$ cat src/rtl/pcnt_pkg.sv
package pcnt_pkg;

    // Which rung of the priority ladder decides the next count.
    typedef enum logic [2:0] {
        ACT_HOLD   = 3'd0,
        ACT_COUNT  = 3'd1,
        ACT_LOAD   = 3'd2,
        ACT_PRESET = 3'd3,
        ACT_CLEAR  = 3'd4
    } pcnt_act_e;

endpackage

$ cat src/rtl/pcnt_arbiter.sv
module pcnt_arbiter
    import pcnt_pkg::*;
#(
    parameter bit PRESET_WINS = 1'b0
) (
    input  logic      rst_i,
    input  logic      en_i,
    input  logic      load_i,
    input  logic      preset_i,
    output pcnt_act_e act_o
);

    // Scheduled style: start from the weakest rung. Each later statement
    // overrides the earlier ones, so it sits nearer the output.
    generate
        if (PRESET_WINS) begin : g_preset_top
            always_comb begin
                act_o = ACT_HOLD;
                if (en_i) begin
                    act_o = ACT_COUNT;
                    if (load_i) act_o = ACT_LOAD;
                end
                if (rst_i)    act_o = ACT_CLEAR;
                if (preset_i) act_o = ACT_PRESET;
            end
        end else begin : g_clear_top
            always_comb begin
                act_o = ACT_HOLD;
                if (en_i) begin
                    act_o = ACT_COUNT;
                    if (load_i) act_o = ACT_LOAD;
                end
                if (preset_i) act_o = ACT_PRESET;
                if (rst_i)    act_o = ACT_CLEAR;
            end
        end
    endgenerate

endmodule

$ cat src/rtl/pcnt_stepper.sv
module pcnt_stepper #(
    parameter int WIDTH = 8
) (
    input  logic [WIDTH-1:0] cur_i,
    input  logic             up_i,
    output logic [WIDTH-1:0] nxt_o
);

    localparam logic [WIDTH-1:0] STEP = WIDTH'(1);

    // Plain modular arithmetic: the carry out is dropped, which gives the wrap.
    always_comb begin
        if (up_i) nxt_o = cur_i + STEP;
        else      nxt_o = cur_i - STEP;
    end

endmodule

$ cat src/rtl/prio_updown_counter.sv
module prio_updown_counter
    import pcnt_pkg::*;
#(
    parameter int WIDTH       = 8,
    parameter int PRESET_VAL  = 9,
    parameter bit PRESET_WINS = 1'b0
) (
    input  logic             clk_i,
    input  logic             rst_i,
    input  logic             en_i,
    input  logic             up_i,
    input  logic             load_i,
    input  logic [WIDTH-1:0] din_i,
    input  logic             preset_i,
    output logic [WIDTH-1:0] count_o
);

    localparam logic [WIDTH-1:0] PRESET_W = WIDTH'(PRESET_VAL);
    localparam logic [WIDTH-1:0] ZERO_W   = '0;

    typedef struct packed {
        logic [WIDTH-1:0] cnt;
    } cnt_state_t;

    cnt_state_t       st_d, st_q;
    pcnt_act_e        act;
    logic [WIDTH-1:0] step_val;

    pcnt_arbiter #(
        .PRESET_WINS(PRESET_WINS)
    ) u_arb (
        .rst_i    (rst_i),
        .en_i     (en_i),
        .load_i   (load_i),
        .preset_i (preset_i),
        .act_o    (act)
    );

    pcnt_stepper #(
        .WIDTH(WIDTH)
    ) u_step (
        .cur_i (st_q.cnt),
        .up_i  (up_i),
        .nxt_o (step_val)
    );

    // Next value: hold by default, so that no path leaves a latch behind.
    always_comb begin
        st_d = st_q;
        case (act)
            ACT_COUNT:  st_d.cnt = step_val;
            ACT_LOAD:   st_d.cnt = din_i;
            ACT_PRESET: st_d.cnt = PRESET_W;
            ACT_CLEAR:  st_d.cnt = ZERO_W;
            default:    st_d.cnt = st_q.cnt;
        endcase
    end

    always_ff @(posedge clk_i) begin
        st_q <= st_d;
    end

    assign count_o = st_q.cnt;

endmodule

$ cat config.mk
export PLATFORM = sky130hd
export DESIGN_NAME = prio_updown_counter
export DESIGN_NICKNAME = d
export VERILOG_FILES = /design/src/rtl/pcnt_pkg.sv /design/src/rtl/pcnt_arbiter.sv /design/src/rtl/pcnt_stepper.sv /design/src/rtl/prio_updown_counter.sv
export SDC_FILE = /design/constraint.sdc
export NUM_CORES = 1
export LEC_CHECK = 0
export BUFFER_PORTS_ARGS = -buffer_cell sky130_fd_sc_hd__buf_2
export CAP_MARGIN = 30
export CORE_UTILIZATION = 25
export DETAILED_ROUTE_END_ITERATION = 12
export PLACE_DENSITY = 0.49
export SKIP_LAST_GASP = 1
export SLEW_MARGIN = 20
export SYNTH_ARGS = -nofsm -noshare
export SYNTH_HDL_FRONTEND = slang
export SYNTH_HIERARCHICAL = 1
export SYNTH_SLANG_ARGS = --single-unit
$ cat constraint.sdc
create_clock -name clk_i -period 4.4 [get_ports clk_i]
set_input_delay 0.44 -clock clk_i [delete_from_list [all_inputs] [get_ports clk_i]]
set_output_delay 0.44 -clock clk_i [all_outputs]
set_load 0.05 [all_outputs]
# Yosys cells after proc, flatten, opt, wreduce, memory -nomap -nowiden
# Index checks and enable logic that the tools add are counted.
dict set report totals {
  regBits 8
  inputBits 14
  output_inout_bits 8
  wordCells 14
}
dict set report op_classes {
  n_addsub 2
  eq_ne 4
  muxes 6
  reduce_logical 1
}
# cell n
set ops {}
lappend ops {{$pmux 8 s4} 1}
lappend ops {{$mux 3} 3}
lappend ops {{$add 8x1->8 const B} 1}
lappend ops {{$mux 8} 1}
lappend ops {{$sub 8x1->8 const B} 1}
lappend ops {{$eq 3x2->1 const B} 2}
lappend ops {{$reduce_bool 4->1} 1}
lappend ops {{$eq 3x1->1 const B} 1}
lappend ops {{$eq 3x3->1 const B} 1}
lappend ops {{$mux 2} 1}

# Logic depth before layout (Yosys ltp)
# Gate-level depths: netlist of the first run.
dict set report depth {
  depth_word 6
  ltp_mapped 8
  ltp_nobuf 8
}

# Modules after synthesis
# Netlist of the first run, hierarchy kept.
# mod n_inst cells_per_inst area_each_um2 seq_area_each_um2
set modules_own_cells {}
lappend modules_own_cells {prio_updown_counter 1 47 570.5 240.2}
lappend modules_own_cells {pcnt_stepper 1 36 281.5 0.0}
lappend modules_own_cells {pcnt_arbiter 1 6 35.0 0.0}

# Worst setup path after synthesis of the first run
# OpenSTA, ideal clock, no wires.
dict set report synth_timing {
  path_kind {register to register}
  from {register st_q, in the netlist count_o[0]}
  to {register st_q, in the netlist count_o[6] (data pin)}
  setup_time_ns 0.135
  t_arrival_ns 2.143
  required_ns 4.265
  setup_slack_ns 2.122
  path_stages_with_launch 8
  n_path_buf 0
  synth_period_minus_slack_ns 2.278
  cell_sequence {edfxtp_1 -> fa_1 -> a21oi_1 -> o211ai_1 -> a21oi_1 -> xnor2_1 -> or3b_1 -> nand3_1}
}
# element line
set synth_lines {}
lappend synth_lines {{from (decl)} prio_updown_counter.sv:25} ;# cnt_state_t st_d, st_q;
lappend synth_lines {{from (signal assigned)} prio_updown_counter.sv:60} ;# st_q <= st_d;

==> summary by stage, run 1 <==
Pwr
The ratio of total power to cell area is 463 nW/µm². The post-layout total power is 0.472 mW. The worst supply voltage drop on vdd is 0.0874 mV. The standby leakage power is 0.406 nW.

Clocking
The number of levels in the clock H-tree is 1. Clock tree synthesis selected as its root buffer the cell sky130_fd_sc_hd__clkbuf_4. The TritonCTS clock tree is built.

The number of resized instances in the post-cts repair step is 0. Clock-pin slew was measured on the worst setup and hold paths at 0.05 ns. CTS saw 8 sinks. The number of hold buffers added after CTS was 0. The clock latency reported for the late side of the worst-skew pair is 0.25 ns. The number of clock buffers added by TritonCTS is 3. After clock tree synthesis, the setup repair step added 0 buffers. The maximum count of clock buffers along a single path is 2.

Yosys
The post-synthesis share of cell area spent on and, or, nand and nor gates is 26.2%. The area of the mapped netlist is 887 µm². The net count after synthesis is 110. The xor/xnor share of the synthesized area is 6.91%. Counting every instance in the synthesized netlist gives 89. The post-synthesis share of cell area spent on full adders, half adders and majority gates is 10.7%.

The register bit total from synthesis is 8. The number of warning messages in the yosys log is 6. The sequential share of the synthesized area is 27.1%. The share of async-settable or async-resettable flops after synthesis is 0%. The portion of synthesized area spent on multiplexers is 0%. The synthesized design contains 8 enable-type register cells.

The post-synthesis cell type count is 28. Summing the areas of all compound-gate instances in the mapped netlist gives 20.6% of the synthesized area. The most common flop cell mapped by yosys is sky130_fd_sc_hd__edfxtp_1.

The main combinational cell family by area after synthesis is simple AND/OR/NAND/NOR gates. A synthesized cell averages 9.97 µm².

Run
The tool flagged a number of max-cap violations equal to 0.

Critical path
The type of destination of the critical path is a flip-flop. Data on the critical path is required at its endpoint by 4.52 ns. The worst setup path is of the flip-flop to flip-flop kind.

The worst setup path is launched from a flip-flop. The arrival time of data at the critical path endpoint is 2.28 ns. The highest net fanout along the worst path is 5.

Detailed routing
The starting DRC count in detailed routing is 32. The count of nets left with antenna violations once routing finished came out at 0. The total wire length after detailed routing is 1770 µm. Dividing the detail-routed via count by the number of cells gives 4.74. The post-detailed-route DRC marker count is 0. Before antenna repair, the detailed router went through 4 iterations. The number of vias after detailed routing is 730.

The final routed wire length divided by cell count is 11.5 µm.

Min path
The kind of path behind the tightest hold check is input pin to flip-flop.

Floorplan
The die width is 61.6 µm. The floorplan has 21 rows. The die is 61.6 µm tall.

The core region is 3360 µm². The die covers 3790 µm². For this configuration, the core starts out at a cell density of 26.4%. In this run the count of I/O pins placed on the die edge is 22.

Place
The cell area reported after detailed placement is 997 µm². The sum of net half-perimeters after detailed placement is 1440 µm. The number of buffer cells added on primary ports is 21. The global placement routability congestion is 0.708.

Layout
The final antenna diode count is 0. The design area is 1020 µm². Relative to the synthesized area, the layout overhead comes to 15.0%.

The register with the most flip-flops in the layout has 8 of them. The most common library cell in the layout ignoring fill and taps is sky130_fd_sc_hd__buf_2. Counting the fill cells in the layout gives 380. The top cell types in the final layout, fill and taps aside, are sky130_fd_sc_hd__buf_2 (21), sky130_fd_sc_hd__edfxtp_1 (8), sky130_fd_sc_hd__nor2_1 (7), sky130_fd_sc_hd__o211ai_1 (7).

The share of cells above drive strength 1 is 27.8%. For this run, the post-layout net count is 131.

STA
The post-layout minimum cycle time is 2.16 ns. Setup repair after global routing left no endpoint under its margin. The number of pins with negative max-slew slack in the final report came to 0. Dividing the final minimum period by the clock period gives 49.1%. Measured against its own limit, the worst slew margin works out to 45.8%. The actual transition at the worst max-transition pin is 0.808 ns. The total count of hold-check failures in the final report is 0. Based on the critical path, the design can be clocked at up to 463 MHz. Adding up every negative setup slack in the final design gives 0 ns.

The setup-violating endpoint count in the final report is 0. The clock arrives with 0.000368 ns of skew.

GRT
The maximum number of pins on one net before global-route repair is 26. The first global-routing pass estimated 2840 µm of wire. The total congestion overflow after global routing is 0.

The via count of the first global-routing pass came to 625. The initial antenna violation count is 0. Across every metal layer, demand over resource in global routing totals 10.5%.

Status
The run finished with clean final reports.
logic make-up after synthesis:
| group | Yosys count |
|---|---|
| AO/OA/AOI/OAI | 25 |
| AND/OR/NAND/NOR | 32 |
| buffers and inverters | 10 |
| adder cells (fa/ha/maj) | 7 |
| XOR/XNOR | 7 |
| flip-flops | 8 |
synth_stat cells (2+ instances only):
cell	count	share of area [%]
sky130_fd_sc_hd__ha_1	6	8.5
sky130_fd_sc_hd__nand3_1	6	3.4
sky130_fd_sc_hd__or3b_1	6	5.9
sky130_fd_sc_hd__o21ai_0	2	1.1
sky130_fd_sc_hd__nand2_1	3	1.3
sky130_fd_sc_hd__edfxtp_1	8	27
sky130_fd_sc_hd__a211oi_1	2	1.7
sky130_fd_sc_hd__buf_6	4	5.1
sky130_fd_sc_hd__or4bb_1	4	5.1
sky130_fd_sc_hd__a21oi_1	6	3.4
sky130_fd_sc_hd__nand4bb_1	2	2.5
sky130_fd_sc_hd__nor2_1	7	3.0
sky130_fd_sc_hd__inv_1	4	1.7
sky130_fd_sc_hd__a211oi_2	2	2.8
sky130_fd_sc_hd__o21ai_1	2	1.1
sky130_fd_sc_hd__o211ai_1	7	5.9
sky130_fd_sc_hd__buf_4	2	1.7
sky130_fd_sc_hd__xnor2_1	6	5.9
critical path, cell delays in order, from the launching register on:
cell                       delay (ns)
sky130_fd_sc_hd__edfxtp_1        0.49
sky130_fd_sc_hd__fa_1            0.46
sky130_fd_sc_hd__a21oi_1         0.18
sky130_fd_sc_hd__o211ai_1        0.12
sky130_fd_sc_hd__a21oi_1         0.18
sky130_fd_sc_hd__xnor2_1         0.16
sky130_fd_sc_hd__or3b_1          0.37
sky130_fd_sc_hd__nand3_1         0.07
metrics by stage:
stage	instances	utilization (%)	setup WS (ns)	hold slack [ns]
2_1_floorplan	89	-	2.12	0.703
3_3_place_gp	151	29.7	1.94	0.812
3_5_place_dp	151	29.7	1.94	0.811
4_1_cts	154	30.3	2.21	0.545
5_1_grt	154	30.3	2.06	0.583
6_report	154	30.3	2.24	0.545
metal layers:
metal / part of all wire, % / track usage, %
met2: 39 / 12.9
met1: 55 / 16.8
met3: 4.6 / 1.26
met4: 0.90 / 5.71
met5: 0 / 0
worst paths after layout:
path / startpoint / to / slack, ns / depth (start not counted)
worst max-delay path: count_o[0]$_DFFE_PP_ / count_o[6]$_DFFE_PP_ / 2.24 / 7
worst min register to register: count_o[0]$_DFFE_PP_ / count_o[0]$_DFFE_PP_ / 0.89 / 3
worst max register to register: count_o[0]$_DFFE_PP_ / count_o[6]$_DFFE_PP_ / 2.24 / 7
worst min-delay path: din_i[4] / count_o[4]$_DFFE_PP_ / 0.54 / 3
layout make-up:
class,count,area (µm²),area share (%)
Clock buffer,3,22.5,2.21
Inverter,4,15.0,1.47
Multi-Input combinational cell,71,572,56.1
Sequential cell,8,240,23.6
Tap cell,46,57.6,5.64
Timing Repair Buffer,22,113,11.0
power breakdown:
group / total (mW) / internal (mW) / switching (mW)
sequential: 0.128 / 0.114 / 0.0142
combinational: 0.289 / 0.108 / 0.181
clock: 0.0550 / 0.0311 / 0.0239
total: 0.472 / 0.254 / 0.219
No activity file was read; power rests on OpenSTA's default activity.
==> run 2, diff against run 1 <==
- PLACE_DENSITY: 0.49 -> 0.5
- clock period: 4.4 -> 1.8 ns (I/O delays scaled with it)
==> summary by stage, run 2 (same netlist as run 1, synthesis figures left out) <==
STA
The final critical-path setup slack is -0.211 ns (-2.45 ns). The post-layout minimum cycle time came to 2.01 ns (-0.150 ns). The actual transition at the worst max-transition pin is 0.828 ns (+0.0200 ns). The setup-violating endpoint count in the final report is 4 (+4). The number of pins with negative max-slew slack in the final report is 0 (unchanged).

The portion of the clock cycle consumed by the worst path in the final layout came to 112% (+63 points). Setup repair after global routing could not meet its margin everywhere. The post-route worst hold slack is 0.300 ns (-0.245 ns). The worst clock skew is 0.00348 ns (+0.00312 ns). The maximum clock frequency was 497 MHz (+7.4%). The worst-case headroom to the max-slew limit is 44.4% (-1.3 points). The total count of hold-check failures in the final report is 0 (unchanged).

Place
The cell area reported after detailed placement is 1240 µm² (+24%). The post-place setup slack came to -0.197 ns (-2.14 ns). The total instance count after detailed placement is 172 (+14%). The sum of net half-perimeters after detailed placement is 1530 µm (+5.8%). The global placement routability congestion is 0.740 (+4.5%).

The number of buffer cells added on primary ports came to 21 (unchanged).

Clocking
The clock latency reported for the late side of the worst-skew pair came to 0.25 ns (about the same). The CTS clock-pin slew for the worst setup and hold paths is 0.06 ns (about the same). The number of CTS-inserted buffers came to 3 (unchanged). The cell at the root of the clock tree is sky130_fd_sc_hd__clkbuf_4. The clock sink count came to 8 (unchanged). The count of hold buffers inserted by post-cts repair is 0 (unchanged). The maximum count of clock buffers along a single path was 2 (unchanged). The TritonCTS clock tree is built. The number of levels in the clock H-tree is 1 (unchanged).

Pwr
The worst supply voltage drop on vdd is 0.226 mV (+160%). The ratio of total power to cell area is 1090 nW/µm² (+130%). The standby leakage power is 0.531 nW (+31%).

Run
The max capacitance violation total is 0 (unchanged).

Layout
The final cell utilization of the core came to 39.1% (+8.8 points). The share of cells above drive strength 1 is 51.5% (+24 points). In the layout the commonest cells are sky130_fd_sc_hd__buf_4 (22), sky130_fd_sc_hd__buf_2 (21), sky130_fd_sc_hd__edfxtp_1 (8).

The net count reported at finish is 153 (+17%). The number of cells in the finished layout apart from fillers is 176 (+14%). Leaving out fill and tap cells, the most frequent cell in the layout is sky130_fd_sc_hd__buf_4. The layout-stage area growth over the synthesis result is 48.2%. The number of flip-flops under the largest register name is 8 (unchanged). The final antenna diode count is 0 (unchanged). The design area came to 1320 µm² (+29%). The fill cell total of the finished layout is 344 (-9.5%).

GRT
The initial antenna violation count was 0 (unchanged). The maximum number of pins on one net before global-route repair is 25 (-3.8%). The global-route wire length before repair is 3290 µm (+16%). The all-layer global routing usage is 11.6% (+1.2 points). The via count of the first global-routing pass was 739 (+18%). The total congestion overflow after global routing was 0 (unchanged).

Detailed routing
The number of search-and-repair iterations in the first detailed-routing pass came to 4 (unchanged). The starting DRC count in detailed routing is 9 (-72%). The final routed wire length divided by cell count came to 10.9 µm (-5.2%). The post-detailed-route DRC marker count is 0 (unchanged). The total wire length after detailed routing is 1920 µm (+8.4%).

The number of nets with antenna violations after detailed routing is 0 (unchanged). The number of vias after detailed routing was 785 (+7.5%). The routed via count divided by cell count is 4.46 (-5.9%).

Critical path
The critical setup path kind is flip-flop to flip-flop. The highest net fanout along the worst path is 3 (-2). The critical path buffer and inverter count is 0 (unchanged). The register-to-register path setup slack is -0.21 ns (-2.45 ns).

The startpoint class of the critical path is a flip-flop. Walking the worst path, the cells encountered are ha_4 > a211oi_4 > o21bai_1 > a21oi_1 > xnor2_1 > or3b_1 > nand3_1. The required arrival time at the worst endpoint is 1.92 ns (-2.60 ns).

STA classifies the critical path endpoint as a flip-flop. Among cell families on the critical path, the largest total delay comes from compound AO/OA/AOI/OAI gates. The arrival time of data at the critical path endpoint is 2.13 ns (-0.15 ns). The delay of the slowest critical-path stage was 0.47 ns (-0.02 ns). The critical-path cell with the highest stage delay is sky130_fd_sc_hd__edfxtp_1.

Floorplan
The number of cell rows is 21 (unchanged). The die span in y is 61.6 µm (unchanged). The placeable core region is 3360 µm² (unchanged). The area of the die is 3790 µm² (unchanged). The die width is 61.6 µm (unchanged). The initial core utilization is 26.4% (unchanged). The I/O pin count is 22 (unchanged).

Status
The flow ran to the end, but the final reports show violations. The checks that failed: setup timing.

Min path
The min-delay analysis places its worst path in the category input pin to flip-flop.
## run 2: changes by cell type in the layout (fill, tap and decap cells not counted), sizes merged
cell	delta
buf	+22
## run 2: final timing paths
path,startpoint,endpoint,depth (start not counted)
min reg2reg,count_o[0]$_DFFE_PP_,count_o[1]$_DFFE_PP_,3
min,din_i[4],count_o[4]$_DFFE_PP_,3
max,count_o[1]$_DFFE_PP_,count_o[5]$_DFFE_PP_,7
max reg2reg,count_o[1]$_DFFE_PP_,count_o[5]$_DFFE_PP_,7
## run 2: worst register-to-register path, delay by kind of cell (launching register included)
kind | cells | cell delay, ns
adder cells (fa/ha/maj) | 1 | 0.27
AO/OA/AOI/OAI | 3 | 0.53
XOR/XNOR | 1 | 0.17
AND/OR/NAND/NOR | 2 | 0.44
flip-flops | 1 | 0.47
## run 2: report_power, final
group	internal, mW	leakage (nW)	switching, mW
registers	0.279	0.0805	0.0450
logic	0.462	0.437	0.508
clock network	0.0763	0.0138	0.0606
## run 2: stage by stage
step | TNS [ns] | power, mW
after floorplan | -1.33 | 0.954
after global placement | -0.610 | 1.22
after detailed placement | -0.601 | 1.22
after CTS | -0.702 | 1.40
after global routing | -1.25 | 1.55
final | -0.685 | 1.43
## run 2: final cells by class
cell class,instances,area (µm²),share of cell area (%)
Timing Repair Buffer,44,290,22.1
Inverter,4,15.0,1.14
Clock buffer,3,22.5,1.71
Sequential cell,8,240,18.3
Tap cell,46,57.6,4.38
Multi-Input combinational cell,71,689,52.4
## run 2: per-layer routing
layer / part of all wire, % / wire length, µm / up-vias / GRT usage [%]
li1: - / - / 423 / -
met1: 54 / 1040 / 340 / 18.0
met3: 2.6 / 49 / 2 / 0.630
met4: 1.2 / 23 / 0 / 5.71
met5: 0 / 0 / - / 0
met2: 42 / 805 / 20 / 16.1
## run 2: what timing repair did
item                                    4_1_cts  5_1_grt
gates resized for setup                       3        6
pin swaps                                    10        6
endpoints found under the setup margin        5        6
setup buffers                                 2        0
==> run 3, diff against run 2 <==
- ABC_AREA: default -> 1
- PLACE_DENSITY: 0.5 -> 0.51
- RECOVER_POWER: default -> 50
==> summary by stage, run 3 <==
Status
The flow ran to the end, but the final reports show violations. The final reports fail on DRC.

Floorplan
The area of the die came to 3320 µm² (-12%). The number of cell rows is 19 (-9.5%). The placeable core region is 2850 µm² (-15%). The initial core utilization came to 27.1% (+0.73 points).

The die width is 57.6 µm (-6.4%). The I/O pin count is 22 (unchanged). The die span in y is 57.6 µm (-6.4%).

STA
The setup total negative slack is 0 ns (+0.685 ns). The setup-violating endpoint count in the final report is 0 (-4). The portion of the clock cycle consumed by the worst path in the final layout is 91.3% (-20 points). The worst clock skew is 0.000951 ns (-0.00253 ns).

The total count of hold-check failures in the final report is 0 (unchanged). The post-layout minimum cycle time is 1.64 ns (-0.369 ns). The number of pins with negative max-slew slack in the final report was 0 (unchanged). The maximum clock frequency is 609 MHz (+22%). The worst-case headroom to the max-slew limit is 60.2% (+16 points). The actual transition at the worst max-transition pin is 0.600 ns (-0.228 ns). Setup repair after global routing left no endpoint under its margin.

Critical path
The gate family responsible for the most delay along the worst path is flip-flops. STA classifies the critical path startpoint as a flip-flop. The delay of the slowest critical-path stage is 0.41 ns (-0.06 ns). The arrival time of data at the critical path endpoint came to 1.65 ns (-0.48 ns). The number of cells on the worst reg-to-reg path is 9 (+2).

The largest individual stage delay along the critical path comes from the cell sky130_fd_sc_hd__edfxtp_1. The register-to-register path setup slack is 0.16 ns (+0.37 ns). The required arrival time at the worst endpoint was 1.81 ns (-0.11 ns). The capture instance of the worst register-to-register path is count_o[7]$_DFFE_PP_. The worst register-to-register path begins at count_o[5]$_DFFE_PP_. The highest net fanout along the worst path is 5 (+2). Counting stages on the worst path, the most repeated cell is sky130_fd_sc_hd__nand2_1. The critical path buffer and inverter count is 1 (+1). The worst setup path is of the flip-flop to flip-flop kind. The signal on the critical path passes through ha_1 > nand2_2 > inv_1 > a21oi_1 > nand2_1 > nand2_1 > nand2_1 > nand3_1 > nand2_1. The type of destination of the critical path is a flip-flop.

Yosys
The synthesized instance count was 105 (+18%). The post-synthesis cell type count came to 23 (-18%). In the post-synthesis netlist, the cell with the most instances is sky130_fd_sc_hd__nand2_1. Yosys attributes the largest share of cell area to sky130_fd_sc_hd__edfxtp_1 (31%), sky130_fd_sc_hd__nand2_1 (18%), sky130_fd_sc_hd__ha_1 (9.7%), sky130_fd_sc_hd__nand3_1 (7.8%), sky130_fd_sc_hd__inv_1 (5.8%).

The sequential share of the synthesized area is 31.1% (+4.0 points). The number of synthesized flops with an enable pin is 8 (unchanged). The post-synthesis average cell area is 7.36 µm² (-26%). The number of warning messages in the yosys log is 6 (unchanged). The share of async-settable or async-resettable flops after synthesis came to 0% (unchanged). The area of the mapped netlist is 773 µm² (-13%). The area share of the largest cell type after synthesis is 31.1% (+4.0 points). The largest total area in the synthesized netlist belongs to sky130_fd_sc_hd__edfxtp_1. The most common flop cell mapped by yosys is sky130_fd_sc_hd__edfxtp_1. The net count after synthesis is 126 (+15%). The register bit total from synthesis came to 8 (unchanged). After synthesis, the most frequently instantiated cells are sky130_fd_sc_hd__nand2_1 (38), sky130_fd_sc_hd__inv_1 (12), sky130_fd_sc_hd__nand3_1 (12), sky130_fd_sc_hd__edfxtp_1 (8), sky130_fd_sc_hd__ha_1 (6).

Detailed routing
The amount of wire on met2 after detailed routing is 795 µm (-1.2%). The final routed wire length divided by cell count came to 10.4 µm (-5.1%). The wire length on met1 came to 810 µm (-22%). The number of nets with antenna violations after detailed routing was 0 (unchanged). The routed via count divided by cell count is 4.59 (+3.0%). The starting DRC count in detailed routing is 17 (+8). The total wire length after detailed routing is 1680 µm (-13%).

The number of search-and-repair iterations in the first detailed-routing pass is 8 (+4). The number of vias after detailed routing is 744 (-5.2%). The post-detailed-route DRC marker count was 1 (+1). The highest layer used for signal routing is met4.

The detailed route wirelength on metal3 is 56 µm (+14%).

Layout
The net count reported at finish is 154 (+0.65%). In the layout the commonest cells are sky130_fd_sc_hd__nand2_1 (39), sky130_fd_sc_hd__buf_2 (13), sky130_fd_sc_hd__inv_1 (12), sky130_fd_sc_hd__nand3_1 (12), sky130_fd_sc_hd__clkbuf_1 (9). The final cell utilization of the core was 33.0% (-6.1 points).

The multi-input combinational cell area is 469 µm² (-32%). The number of flip-flops under the largest register name is 8 (unchanged). The most common library cell in the layout ignoring fill and taps is sky130_fd_sc_hd__nand2_1. The share of cells above drive strength 1 is 19.8% (-32 points). The fill cell total of the finished layout is 332 (-3.5%). The layout-stage area growth over the synthesis result is 21.8%. The area taken by flip-flops and latches came to 240 µm² (unchanged).

The number of cells in the finished layout apart from fillers is 162 (-8.0%). The final antenna diode count is 0 (unchanged).

Pwr
The standby leakage power is 0.485 nW (-8.8%). The combinational group share of total power was 57.8% (-9.9 points). The fraction of power consumed by the clock network is 13.3% (+3.7 points).

The power spent charging and discharging nets was 0.506 mW (-17%). The internal power consumption came to 0.551 mW (-33%). The ratio of total power to cell area was 1120 nW/µm² (+3.1%).

The worst supply voltage drop on vdd came to 0.351 mV (+55%). The switching portion of total power is 47.9% (+5.0 points). The portion of total power attributed to sequential cells is 29.0% (+6.3 points).

GRT
The global-route wire length before repair was 2870 µm (-13%). The all-layer global routing usage is 11.1% (-0.55 points). The total congestion overflow after global routing is 0 (unchanged). The maximum number of pins on one net before global-route repair is 10 (-60%).

The initial antenna violation count is 0 (unchanged). The via count of the first global-routing pass is 724 (-2.0%).

Run
The max capacitance violation total is 0 (unchanged).

Place
The sum of net half-perimeters after detailed placement was 1410 µm (-8.0%). The global placement routability congestion is 0.719 (-2.8%). The number of buffer cells added on primary ports is 21 (unchanged). The total instance count after detailed placement is 159 (-7.6%).

Clocking
The CTS clock-pin slew for the worst setup and hold paths is 0.06 ns (about the same). The clock sink count came to 8 (unchanged). The clock latency reported for the late side of the worst-skew pair is 0.25 ns (about the same). The buffers inserted during post-CTS setup optimization came to 0 (-2). The cell at the root of the clock tree is sky130_fd_sc_hd__clkbuf_4.

TritonCTS built the clock tree. The number of CTS-inserted buffers was 3 (unchanged). The number of levels in the clock H-tree is 1 (unchanged). The maximum count of clock buffers along a single path is 2 (unchanged). The count of hold buffers inserted by post-cts repair is 0 (unchanged). The number of resized instances in the post-cts repair step came to 0 (-3).

Min path
The kind of path behind the tightest hold check is input pin to flip-flop. The sink of the worst hold path is count_o[2]$_DFFE_PP_. The startpoint of the most critical hold path is din_i[2]. The hold-critical path depth is 3 (unchanged).
run 3: worst min-delay path, delay by kind of cell:
| kind | cells | cell delay [ns] |
|---|---|---|
| buffers and inverters | 1 | 0.07 |
| and+or+nand+nor | 2 | 0.09 |
run 3: layer usage:
layer  up-vias  global-route usage, %
li1        395                      -
met1       335                   13.3
met2        12                   19.1
met3         2                  0.446
met4         0                   7.67
met5         -                      0
run 3: worst max path at each step:
| stage | start | end | slack [ns] | cells past startpoint |
|---|---|---|---|---|
| 2_1_floorplan | count_o[3]$_DFFE_PP_ | count_o[6]$_DFFE_PP_ | 0.00004 | 8 |
| 3_3_place_gp | up_i | count_o[6]$_DFFE_PP_ | 0.05 | 10 |
| 3_5_place_dp | up_i | count_o[7]$_DFFE_PP_ | -0.0002 | 11 |
| 4_1_cts | count_o[4]$_DFFE_PP_ | count_o[7]$_DFFE_PP_ | 0.16 | 9 |
| 5_1_grt | count_o[4]$_DFFE_PP_ | count_o[7]$_DFFE_PP_ | 0.02 | 9 |
| 6_report | count_o[5]$_DFFE_PP_ | count_o[7]$_DFFE_PP_ | 0.16 | 9 |
run 3: cell families after synthesis:
group	Yosys count	share of synthesized area, %
AOI/OAI and AO/OA	8	6.31
xor gates and xnor gates	4	5.50
adders and majority gates	7	12.3
buffers and inverters	15	8.41
DFF	8	31.1
and+or+nand+nor	63	36.4
run 3: area by class of cell:
type | count | area share [%]
clock buffers | 3 | 2.39
inverters | 14 | 6.11
well taps | 31 | 4.12
repair buffers | 24 | 12.1
multi-input cells | 82 | 49.8
flip-flops and latches | 8 | 25.5
run 3: through the flow:
stage / instance area, µm² / power [mW] / hold WS (ns) / setup slack, ns
finish: 942 / 1.06 / 0.192 / 0.157
global route: 942 / 1.15 / 0.218 / 0.0190
CTS: 970 / 1.08 / 0.189 / 0.165
detailed placement: 947 / 0.938 / 0.454 / -0.000166
global placement: 947 / 0.930 / 0.453 / 0.0505
floorplan: 788 / 0.795 / 0.366 / 0.0000355
run 3: power groups by stage:
| stage | logic (mW) | clock network [mW] | registers [mW] |
|---|---|---|---|
| finish | 0.610 | 0.140 | 0.306 |
| floorplan | 0.333 | 0 | 0.462 |
| CTS | 0.632 | 0.145 | 0.307 |
| detailed placement | 0.628 | 0 | 0.310 |
| global placement | 0.622 | 0 | 0.308 |
| global route | 0.691 | 0.150 | 0.312 |
